$ cat config.mk
export PLATFORM = sky130hd
export DESIGN_NAME = fsk_tx_mod
export DESIGN_NICKNAME = d
export VERILOG_FILES = /design/src/rtl/fsk_tx_pkg.sv /design/src/rtl/fsk_tx_tone_sel.sv /design/src/rtl/fsk_tx_nco.sv /design/src/rtl/fsk_tx_shaper.sv /design/src/rtl/fsk_tx_mod.sv
export SDC_FILE = /design/constraint.sdc
export NUM_CORES = 1
export LEC_CHECK = 0
export BUFFER_PORTS_ARGS = -buffer_cell sky130_fd_sc_hd__buf_2
export CAP_MARGIN = 20
export CORE_MARGIN = 4
export CORE_UTILIZATION = 23
export DETAILED_ROUTE_END_ITERATION = 12
export SLEW_MARGIN = 20
export SYNTH_ARGS = -nofsm -noshare
export SYNTH_HDL_FRONTEND = slang
export SYNTH_SLANG_ARGS = --single-unit
export TNS_END_PERCENT = 10
$ cat constraint.sdc
create_clock -name clk -period 6.7 [get_ports clk]
set_input_delay 0.335 -clock clk [delete_from_list [all_inputs] [get_ports clk]]
set_output_delay 0.335 -clock clk [all_outputs]
set_load 0.01 [all_outputs]
$ cat src/rtl/fsk_tx_pkg.sv
package fsk_tx_pkg;

    // Tone chosen by the transmit bit
    typedef enum logic {
        TONE_SPACE = 1'b0,
        TONE_MARK  = 1'b1
    } tone_e;

endpackage

$ cat src/rtl/fsk_tx_tone_sel.sv
module fsk_tx_tone_sel
    import fsk_tx_pkg::*;
(
    input  logic  rts_n,
    input  logic  txd,
    output logic  run,
    output tone_e tone
);

    always_comb begin
        run  = ~rts_n;
        tone = txd ? TONE_MARK : TONE_SPACE;
    end

endmodule

$ cat src/rtl/fsk_tx_nco.sv
module fsk_tx_nco
    import fsk_tx_pkg::*;
#(
    parameter int PHASE_W   = 16,
    parameter int MARK_INC  = 171,
    parameter int SPACE_INC = 313
) (
    input  logic               clk,
    input  logic               rst_n,
    input  logic               run,
    input  tone_e              tone,
    output logic [PHASE_W-1:0] phase
);

    localparam logic [PHASE_W-1:0] MARK_W  = PHASE_W'(MARK_INC);
    localparam logic [PHASE_W-1:0] SPACE_W = PHASE_W'(SPACE_INC);

    typedef struct packed {
        logic [PHASE_W-1:0] acc;
    } nco_state_t;

    nco_state_t st_d, st_q;

    always_comb begin
        st_d = st_q;
        if (!run) begin
            st_d.acc = '0;
        end else if (tone == TONE_MARK) begin
            st_d.acc = st_q.acc + MARK_W;
        end else begin
            st_d.acc = st_q.acc + SPACE_W;
        end
    end

    always_ff @(posedge clk or negedge rst_n) begin
        if (!rst_n) begin
            st_q <= '0;
        end else begin
            st_q <= st_d;
        end
    end

    assign phase = st_q.acc;

endmodule

$ cat src/rtl/fsk_tx_shaper.sv
module fsk_tx_shaper
    import fsk_tx_pkg::*;
#(
    parameter int OUT_W      = 8,
    parameter int CODE_LO    = 64,
    parameter int CODE_HI    = 192,
    parameter int CODE_MID   = 128,
    parameter int MARK_STEP  = 5,
    parameter int SPACE_STEP = 9
) (
    input  logic             clk,
    input  logic             rst_n,
    input  logic             run,
    input  logic             level_hi,
    input  tone_e            tone,
    output logic [OUT_W-1:0] code
);

    localparam logic [OUT_W-1:0] LO_W    = OUT_W'(CODE_LO);
    localparam logic [OUT_W-1:0] HI_W    = OUT_W'(CODE_HI);
    localparam logic [OUT_W-1:0] MID_W   = OUT_W'(CODE_MID);
    localparam logic [OUT_W-1:0] MSTEP_W = OUT_W'(MARK_STEP);
    localparam logic [OUT_W-1:0] SSTEP_W = OUT_W'(SPACE_STEP);

    typedef struct packed {
        logic [OUT_W-1:0] level;
    } shp_state_t;

    shp_state_t st_d, st_q;
    logic [OUT_W-1:0] target;
    logic [OUT_W-1:0] step;
    logic [OUT_W-1:0] gap;

    always_comb begin
        st_d   = st_q;
        target = level_hi ? HI_W : LO_W;
        step   = (tone == TONE_MARK) ? MSTEP_W : SSTEP_W;
        gap    = '0;
        if (!run) begin
            st_d.level = MID_W;
        end else if (st_q.level < target) begin
            gap        = target - st_q.level;
            st_d.level = (gap > step) ? st_q.level + step : target;
        end else begin
            gap        = st_q.level - target;
            st_d.level = (gap > step) ? st_q.level - step : target;
        end
    end

    always_ff @(posedge clk or negedge rst_n) begin
        if (!rst_n) begin
            st_q.level <= MID_W;
        end else begin
            st_q <= st_d;
        end
    end

    assign code = st_q.level;

endmodule

$ cat src/rtl/fsk_tx_mod.sv
module fsk_tx_mod
    import fsk_tx_pkg::*;
#(
    parameter int PHASE_W    = 16,
    parameter int OUT_W      = 8,
    parameter int MARK_INC   = 171,
    parameter int SPACE_INC  = 313,
    parameter int CODE_LO    = 64,
    parameter int CODE_HI    = 192,
    parameter int MARK_STEP  = 5,
    parameter int SPACE_STEP = 9
) (
    input  logic               clk,
    input  logic               rst_n,
    input  logic               rts_n,
    input  logic               txd,
    output logic [OUT_W-1:0]   wave_code,
    output logic [PHASE_W-1:0] nco_phase
);

    localparam int CODE_MID = (CODE_LO + CODE_HI) / 2;

    logic  run;
    tone_e tone;

    fsk_tx_tone_sel u_sel (
        .rts_n (rts_n),
        .txd   (txd),
        .run   (run),
        .tone  (tone)
    );

    fsk_tx_nco #(
        .PHASE_W   (PHASE_W),
        .MARK_INC  (MARK_INC),
        .SPACE_INC (SPACE_INC)
    ) u_nco (
        .clk   (clk),
        .rst_n (rst_n),
        .run   (run),
        .tone  (tone),
        .phase (nco_phase)
    );

    fsk_tx_shaper #(
        .OUT_W      (OUT_W),
        .CODE_LO    (CODE_LO),
        .CODE_HI    (CODE_HI),
        .CODE_MID   (CODE_MID),
        .MARK_STEP  (MARK_STEP),
        .SPACE_STEP (SPACE_STEP)
    ) u_shp (
        .clk      (clk),
        .rst_n    (rst_n),
        .run      (run),
        .level_hi (nco_phase[PHASE_W-1]),
        .tone     (tone),
        .code     (wave_code)
    );

endmodule

==> flow_summary.toml, run 1 <==
[worst_setup_path]
critPathLaunchType = "flip-flop"
arrival_ps = 2730
critPathKind = "reg -> reg"
endpoint_kind = "flip-flop"
required_ps = 6870
critPathMaxFanout = 10

[synthesis]
postSynthAreaPerCell_sq_um = 9.34
yosys_warnings = 0
yosys.area.top_type = "dfrtp_1"
synth_seq_cells = 24
synthTopCellsByArea = "dfrtp_1, ha_1, xnor2_1"
synthesis.area_sq_mm = 0.00188
synth_edf_count = 0
ys_types = 58
synth_flop_cell = "dfrtp_1"
synthesis.nets = 222
syn_inst = 201
ys_async_sr_fraction_pct = 100
synth_common_cells = "dfrtp_1, nor2_1, ha_1"
yosys.area.top_type_share_pct = 30.7
synth.most_common_cell = "dfrtp_1"
seq_area_frac_synth_pct = 32.1

[routing]
routed_wl_microns = 4580
via_per_inst = 4.80
wl_per_cell_microns = 14.0
dr_total_vias = 1564
firstDrtPassIters = 4
drcViolationCount = 0
final_antenna_net_count = 0
drt-initial-drc-count = 81

[grt]
grt_util_all_layers_pct = 9.74
met2_usage_pct = 14.9
antenna_found_initial = 0
grt_overflow = 0
grt_pass1_vias = 1541
grt_max_degree = 25
grt_use_met1_pct = 14.3
busiest_layer = "met2"
use_met3_pct = 2.43
grt_pass1_wl_microns = 7830

[clock_tree]
cts_htree_levels = 1
cts_buffer_depth = 2
cts_root_buf = "clkbuf_8"
clock-sinks = 24
post_cts_buffers = 0
cts_resized = 0
cts_hold_buf = 0
cts_tree = "built"
clkTransAtPathRegs_ps = 90
cts-buffers-inserted = 3
insertion_delay_ps = 270

[sta]
finalCriticalPeriod_ps = 2560
tightest_slew_ps = 574
slew_violations = 0
slew_headroom_pct = 61.7
hold_violations = 0
setup_tns_ps = 0
rsz0062_at_grt = "false"
clock_skew_ps = 2.24
setup_viol = 0
worst_slack_ps = 4140
timing.fmax_mhz = 391
period_share_pct = 38.2

[placed_design]
placed_area_sq_mm = 0.00209
gp_congestion = 0.868
post-place-ws_ps = 4150
port_buffers = 27
dp.cells = 322
hpwl_microns = 3400

[cells_and_area]
syn2layout_area_growth_pct = 15.1
final-instance-count-excl-fill = 326
nNetsFinal = 246
n_antenna_cell = 0
fillers = 875
post-route-cell-area_sq_mm = 0.00216
drive_gt1_share_pct = 19.2

[power_and_ir_drop]
clkPwrFrac_pct = 15.6
power_density_mw_per_mm2 = 384
leakage_uw = 0.000960
pwr-share-seq_pct = 30.7
switchingPower_uw = 364
pwr-share-comb_pct = 53.7
swShare_pct = 43.9
fin_total_pwr_uw = 830
p_int_uw = 466
ir_worst_vdd_v = 0.000161

[die]
rows = 32
fp.dieW_microns = 98.3
die_height_microns = 98.3
coreArea_sq_mm = 0.00785
initial_utilization_pct = 23.9
dieArea_sq_mm = 0.00967
ioPinCount = 28

[run_status]
status = "finished clean"

[job]
maxCapViolCount = 0

[hold_path]
hold_class = "in -> async"
-- critical path, stage by stage, from the launching register on --
cell and delay [ps]:
dfrtp_1 550, inv_1 130, ha_1 270, xnor2_1 150, ha_1 310, nand3b_1 90
a21oi_1 90, nor4b_2 460, a221oi_2 200, and2_1 200
-- metrics by stage --
step	util [%]	hold slack [ps]
floorplan	-	39.4
global placement	26.6	369
detailed placement	26.6	371
CTS	27.5	68.6
global route	27.5	89.4
finish	27.5	50.6
-- power by group through the flow --
stage / registers, uW / clock network [uW] / logic [uW]
after floorplan: 242 / 0 / 351
after global placement: 255 / 0 / 441
after detailed placement: 258 / 0 / 442
after CTS: 255 / 136 / 446
after global routing: 265 / 141 / 503
final: 255 / 130 / 445
-- placed cells by master, fill, tap and decap left out, types with 2 or more instances in the layout --
master / count
and2_1: 5
a221oi_2: 3
a31oi_1: 3
dfrtp_1: 23
inv_1: 13
a311oi_1: 2
buf_2: 27
o21a_1: 2
a21o_1: 3
nor2b_1: 3
o211ai_1: 6
and4b_1: 2
or3_1: 2
nor2_1: 19
xor2_1: 5
clkbuf_8: 3
ha_1: 16
nand3_1: 3
nand2_1: 6
and3_1: 3
o21ai_0: 8
a21oi_1: 10
nor4b_1: 2
xnor2_1: 12
nor3_1: 5
o2111ai_1: 2
mux2i_1: 3
nand4_1: 5
-- sequential cells by signal, indices dropped and copies added (netlist names) --
register and flops:
u_nco.phase 16, u_shp.code 8
-- worst paths after layout --
| check | slack, ps | end | start | depth (start not counted) |
|---|---|---|---|---|
| min | 50 | u_nco.phase[11]$_DFF_PN0_ | rst_n | 1 |
| max in group asynchronous | 6270 | u_shp.code[7]$_DFF_PN1_ | rst_n | 1 |
| min in group clk | 480 | u_nco.phase[13]$_DFF_PN0_ | rts_n | 2 |
| max | 4140 | u_shp.code[0]$_DFF_PN0_ | u_shp.code[0]$_DFF_PN0_ | 9 |
| min reg2reg | 530 | u_nco.phase[0]$_DFF_PN0_ | u_nco.phase[0]$_DFF_PN0_ | 1 |
| max reg2reg | 4140 | u_shp.code[0]$_DFF_PN0_ | u_shp.code[0]$_DFF_PN0_ | 9 |
-- routing by layer --
layer  wire [microns]  vias up
met5                0        -
met4               20        0
met3              236        4
met2             2030       49
met1             2290      730
li1                 -      781
-- cell families after synthesis --
kind of cell / count (synthesis) / synth area share [%]
flip-flops: 24 / 32.1
AO/OA/AOI/OAI: 51 / 20.0
AND/OR/NAND/NOR: 67 / 20.7
adder cells (fa/ha/maj): 17 / 11.7
XOR/XNOR: 17 / 7.93
multiplexers: 4 / 2.20
buffers and inverters: 21 / 5.33
-- layout make-up --
type	count	area [sq um]	share of cell area, %
Clock inverter	1	30.0	1.39
Tap cell	102	128	5.91
Clock buffer	3	41.3	1.91
Sequential cell	24	602	27.9
Timing Repair Buffer	27	135	6.26
Inverter	13	48.8	2.26
Multi-Input combinational cell	156	1170	54.4
(Power assumes the default switching activity.)
==> run 2: changes to the inputs <==
Clock period 6.7 ns to 2.4 ns, I/O delays scaled along.
==> run 2 against run 1 <==
Compared with the run above: combinational power grew to 3.1 times the previous value; critical path type unchanged; critical path depth stayed put; sequential power grew to 2.7 times the previous value; largest power group unchanged; first-iteration DRC count is 19% lower; cell count is 1.8% higher.
==> flow_summary.toml, run 2 (synthesis gave the netlist of run 1 again) <==
[clock_tree]
cts_htree_levels = 1
clkTransAtPathRegs_ps = 100
cts_buffer_depth = 2
insertion_delay_ps = 270
cts_root_buf = "clkbuf_8"
cts-buffers-inserted = 3
cts_tree = "built"
clock-sinks = 24

[die]
coreArea_sq_mm = 0.00785
rows = 32
ioPinCount = 28
dieArea_sq_mm = 0.00967
fp.dieW_microns = 98.3
die_height_microns = 98.3
initial_utilization_pct = 23.9

[sta]
hold_ws_ps = 282
rsz0062_at_grt = "true"
timing.fmax_mhz = 430
period_share_pct = 97.0
hold_violations = 0
slew_headroom_pct = 62.0
setup_viol = 0
worst_slack_ps = 71.8
slew_violations = 0
finalCriticalPeriod_ps = 2330
tightest_slew_ps = 570
clock_skew_ps = 5.40

[worst_setup_path]
required_ps = 2600
critPathKind = "reg -> reg"
cp_num_buf_inv = 0
rr_endpoint = "u_shp.code[7]$_DFF_PN1_"
critPathLaunchType = "flip-flop"
endpoint_kind = "flip-flop"
reg2reg_from = "u_shp.code[0]$_DFF_PN0_"
critPathMaxStageDelay_ps = 530
arrival_ps = 2530
crit_top_cell = "o211ai_1"
cp.depth = 9
critPathMaxFanout = 4
ff2ff_path_depth = 9
slowest_stage = "or4b_1"
cp-startpoint = "u_shp.code[0]$_DFF_PN0_"
crit_family = "simple AND/OR/NAND/NOR gates"
crit_chain = "or2_1, nor2_2, xnor2_1, ha_1, a21oi_2, a31oi_2, or4b_1, o211ai_1, o211ai_1"
reg2reg_slack_ps = 70
crit_end = "u_shp.code[7]$_DFF_PN1_"

[routing]
routed_wl_microns = 4610
via_per_inst = 4.83
drt-initial-drc-count = 66
final_antenna_net_count = 0
drcViolationCount = 0
wl_per_cell_microns = 13.9
dr_total_vias = 1605
firstDrtPassIters = 4

[cells_and_area]
drive_gt1_share_pct = 23.5
post-route-cell-area_sq_mm = 0.00225
mostFrequentLayoutCells = "buf_2, dfrtp_1, nor2_1"
largest_reg_flops = 16
nNetsFinal = 252
syn2layout_area_growth_pct = 20.0
n_antenna_cell = 0
final_common_cell = "buf_2"

[grt]
grt_pass1_wl_microns = 7840
grt_overflow = 0
grt_util_all_layers_pct = 9.68
grt_pass1_vias = 1618
grt_max_degree = 25
antenna_found_initial = 0

[job]
maxCapViolCount = 0

[placed_design]
port_buffers = 27
placed_area_sq_mm = 0.00212
post-place-ws_ps = 78.0
hpwl_microns = 3380
gp_congestion = 0.828

[power_and_ir_drop]
ir_worst_vdd_v = 0.000446
power_density_mw_per_mm2 = 1090
fin_total_pwr_uw = 2450
leakage_uw = 0.000998

[hold_path]
hold_class = "in -> reg"

[run_status]
status = "finished clean"
==> run 2: cell types whose count changed in the layout (fill, tap and decap cells not counted), sizes merged <==
cell and change:
buf +5, dlygate4sd3 +1
==> run 2: area by class of cell <==
type,instances,area (sq um)
Clock buffer,3,41.3
Inverter,13,48.8
Tap cell,102,128
Multi-Input combinational cell,156,1220
Clock inverter,1,30.0
Fill cell,846,5600
Sequential cell,24,602
Timing Repair Buffer,33,183
==> run 2: stage by stage <==
stage                     utilization [%]  TNS, ps  instances
final                                28.7        0        332
after global routing                 28.7     -236        332
after CTS                            28.0        0        331
after detailed placement             27.0        0        326
after global placement               27.0        0        326
after floorplan                         -        0        201
==> run 2: how the worst min path moves through the flow <==
stage,slack [ps],startpoint,end,cells after the start
final,280,rts_n,u_nco.phase[2]$_DFF_PN0_,2
after global routing,280,rts_n,u_nco.phase[0]$_DFF_PN0_,2
after CTS,260,rts_n,u_nco.phase[13]$_DFF_PN0_,2
after detailed placement,150,rst_n,u_nco.phase[11]$_DFF_PN0_,1
after global placement,150,rst_n,u_nco.phase[11]$_DFF_PN0_,1
after floorplan,-180,rst_n,u_nco.phase[0]$_DFF_PN0_,0
==> run 2: worst reg2reg max path, delay by kind of cell (launching register included) <==
kind / cells / cell delay (ps)
flip-flops: 1 / 410
AND/OR/NAND/NOR: 3 / 920
AO/OA/AOI/OAI: 4 / 480
XOR/XNOR: 1 / 90
adder cells (fa/ha/maj): 1 / 360
==> run 2: layer usage <==
layer / up-vias / wire (microns) / GRT usage [%]
met2: 32 / 2170 / 15.4
li1: 789 / - / -
met5: - / 0 / 0
met4: 0 / 19 / 1.58
met1: 780 / 2230 / 13.7
met3: 4 / 188 / 2.07
==> run 2: what timing repair did <==
item | in CTS | in global routing
hold buffers | 1 | 0
endpoints found under the setup margin | 0 | 7
resized for setup | 0 | 8
hold endpoints to repair | 23 | 0
buffers inserted | 0 | 3
==> run 2: report_power, final <==
part | internal, uW | total, uW | switching (uW)
registers | 509 | 688 | 179
logic | 637 | 1400 | 758
clock network | 223 | 371 | 148
==> run 3: changes to the inputs <==
Settings changed: ABC_AREA set to 1, BUFFER_PORTS_ARGS -buffer_cell sky130_fd_sc_hd__buf_2 to -buffer_cell sky130_fd_sc_hd__buf_4, CTS_CLUSTER_DIAMETER set to 120.
==> run 3 against run 2 <==
Compared with the run above: power decreased by 12%; sequential share of layout area down 1.2 points; highest routed layer unchanged; critical endpoint is now u_shp.code[4]$_DFF_PN0_; area after synthesis rose by 5.7%; via count is 20% higher; largest cell class unchanged.
==> flow_summary.toml, run 3 <==
[grt]
grt_pass1_wl_microns = 8800
grt_max_degree = 25
antenna_found_initial = 0
grt_overflow = 0
grt_util_all_layers_pct = 10.6
grt_pass1_vias = 1851

[cells_and_area]
largest_reg_flops = 16
fillers = 907
n_antenna_cell = 0
drive_gt1_share_pct = 14.5
nNetsFinal = 340
mostFrequentLayoutCells = "nand2_1, nor2_1, inv_1"
syn2layout_area_growth_pct = 19.0
post-route-util_pct = 28.4
final_common_cell = "nand2_1"

[clock_tree]
cts_htree_levels = 1
clkTransAtPathRegs_ps = 90
insertion_delay_ps = 270
cts_root_buf = "clkbuf_8"
cts_tree = "built"
clock-sinks = 24
cts_buffer_depth = 2
cts-buffers-inserted = 3

[sta]
slew_violations = 0
hold_violations = 0
tightest_slew_ps = 404
rsz0062_at_grt = "false"
slew_headroom_pct = 72.8
setup_viol = 0
clock_skew_ps = 9.92
timing.fmax_mhz = 465
period_share_pct = 89.7
finalCriticalPeriod_ps = 2150
setup_tns_ps = 0

[job]
maxCapViolCount = 0

[routing]
via_per_inst = 4.53
drt-initial-drc-count = 59
firstDrtPassIters = 4
dr_total_vias = 1918
wl_per_cell_microns = 12.0
routed_wl_microns = 5080
drcViolationCount = 0
final_antenna_net_count = 0

[synthesis]
syn_inst = 292
synth_common_cells = "nand2_1, nor2_1, inv_1"
synth.most_common_cell = "nand2_1"
synthesis.nets = 313
synthesis.area_sq_mm = 0.00198
yosys_warnings = 0
synthTopCellsByArea = "dfrtp_1, nand2_1, ha_1"
seq_area_frac_synth_pct = 30.3
yosys.area.top_type = "dfrtp_1"
synth_edf_count = 0
synth_seq_cells = 24
ys_types = 30
synth_flop_cell = "dfrtp_1"
yosys.area.top_type_share_pct = 29.0
postSynthAreaPerCell_sq_um = 6.79
ys_async_sr_fraction_pct = 100

[placed_design]
port_buffers = 27
hpwl_microns = 3980
gp_congestion = 0.879

[die]
ioPinCount = 28
die_height_microns = 101
rows = 33
dieArea_sq_mm = 0.0102
initial_utilization_pct = 23.9
coreArea_sq_mm = 0.00830
fp.dieW_microns = 101

[run_status]
status = "finished clean"

[power_and_ir_drop]
leakage_uw = 0.00117
ir_worst_vdd_v = 0.000392
power_density_mw_per_mm2 = 914

[worst_setup_path]
arrival_ps = 2300
critPathKind = "reg -> reg"
critPathMaxFanout = 7
endpoint_kind = "flip-flop"
critPathLaunchType = "flip-flop"
required_ps = 2550

[hold_path]
hold_class = "in -> reg"
run 3: report_power, final:
| group | leakage, uW | switching, uW | internal [uW] | total (uW) |
|---|---|---|---|---|
| Combinational | 0.000828 | 682 | 468 | 1150 |
| Sequential | 0.000311 | 158 | 490 | 648 |
| Clock | 0.0000357 | 136 | 223 | 359 |
| Total | 0.00117 | 975 | 1180 | 2160 |
run 3: timing repair:
| action | in CTS | in global routing |
|---|---|---|
| setup buffers | 0 | 0 |
| endpoints found under the setup margin | 0 | 2 |
| hold buffers | 1 | 0 |
| resized for setup | 0 | 2 |
| endpoints found under the hold margin | 23 | 0 |
run 3: path summary, 6_finish.rpt:
path,startpoint,endpoint,slack [ps],cells past startpoint
worst max-delay path,u_shp.code[1]$_DFF_PN0_,u_shp.code[4]$_DFF_PN0_,250,11
worst min-delay path,rts_n,u_nco.phase[1]$_DFF_PN0_,100,2
worst max register to register,u_shp.code[1]$_DFF_PN0_,u_shp.code[4]$_DFF_PN0_,250,11
worst min register to register,u_nco.phase[0]$_DFF_PN0_,u_nco.phase[0]$_DFF_PN0_,550,1
max in group asynchronous,rst_n,u_shp.code[7]$_DFF_PN1_,1820,2
min in group asynchronous,rst_n,u_nco.phase[14]$_DFF_PN0_,280,2
run 3: critical path: stages, from the launching register on:
cell     delay [ps]
dfrtp_1         470
inv_1           120
ha_1            250
xnor2_1         140
ha_1            280
nand2_1          60
o21ai_0         150
nand3_1         130
nor2_2          180
nand2_1         100
nand2_2         100
nor2_1           50
run 3: through the flow:
stage	area, sq um	hold WS, ps	std cells	setup WS [ps]	power [uW]
after global routing	2360	116	423	74.4	2380
after CTS	2360	108	423	203	2170
after detailed placement	2270	46.3	418	215	1800
after floorplan	1980	-176	292	404	1460
after global placement	2270	45.2	418	285	1790
final	2360	102	423	248	2160
run 3: final cells by class:
type	count	area, sq um	share of cell area, %
multi-input combinational	230	1220	51.7
sequential	24	603	25.6
timing repair buffer	28	213	9.01
clock buffer	3	41.3	1.75
inverter	32	120	5.09
tap	105	131	5.57
clock inverter	1	30.0	1.27
run 3: routing by layer:
layer / wire [microns] / track usage, % / vias up
li1: - / - / 992
met1: 2460 / 14.5 / 878
met2: 2360 / 17.8 / 42
met3: 209 / 1.66 / 6
met4: 48 / 1.55 / 0
met5: 0 / 0 / -
run 3: kinds of logic after synthesis:
logic type	synth area share, %
adder cells (fa/ha/maj)	11.1
flip-flops	30.3
AND/OR/NAND/NOR	34.9
XOR/XNOR	3.09
AO/OA/AOI/OAI	12.4
buffers and inverters	8.20
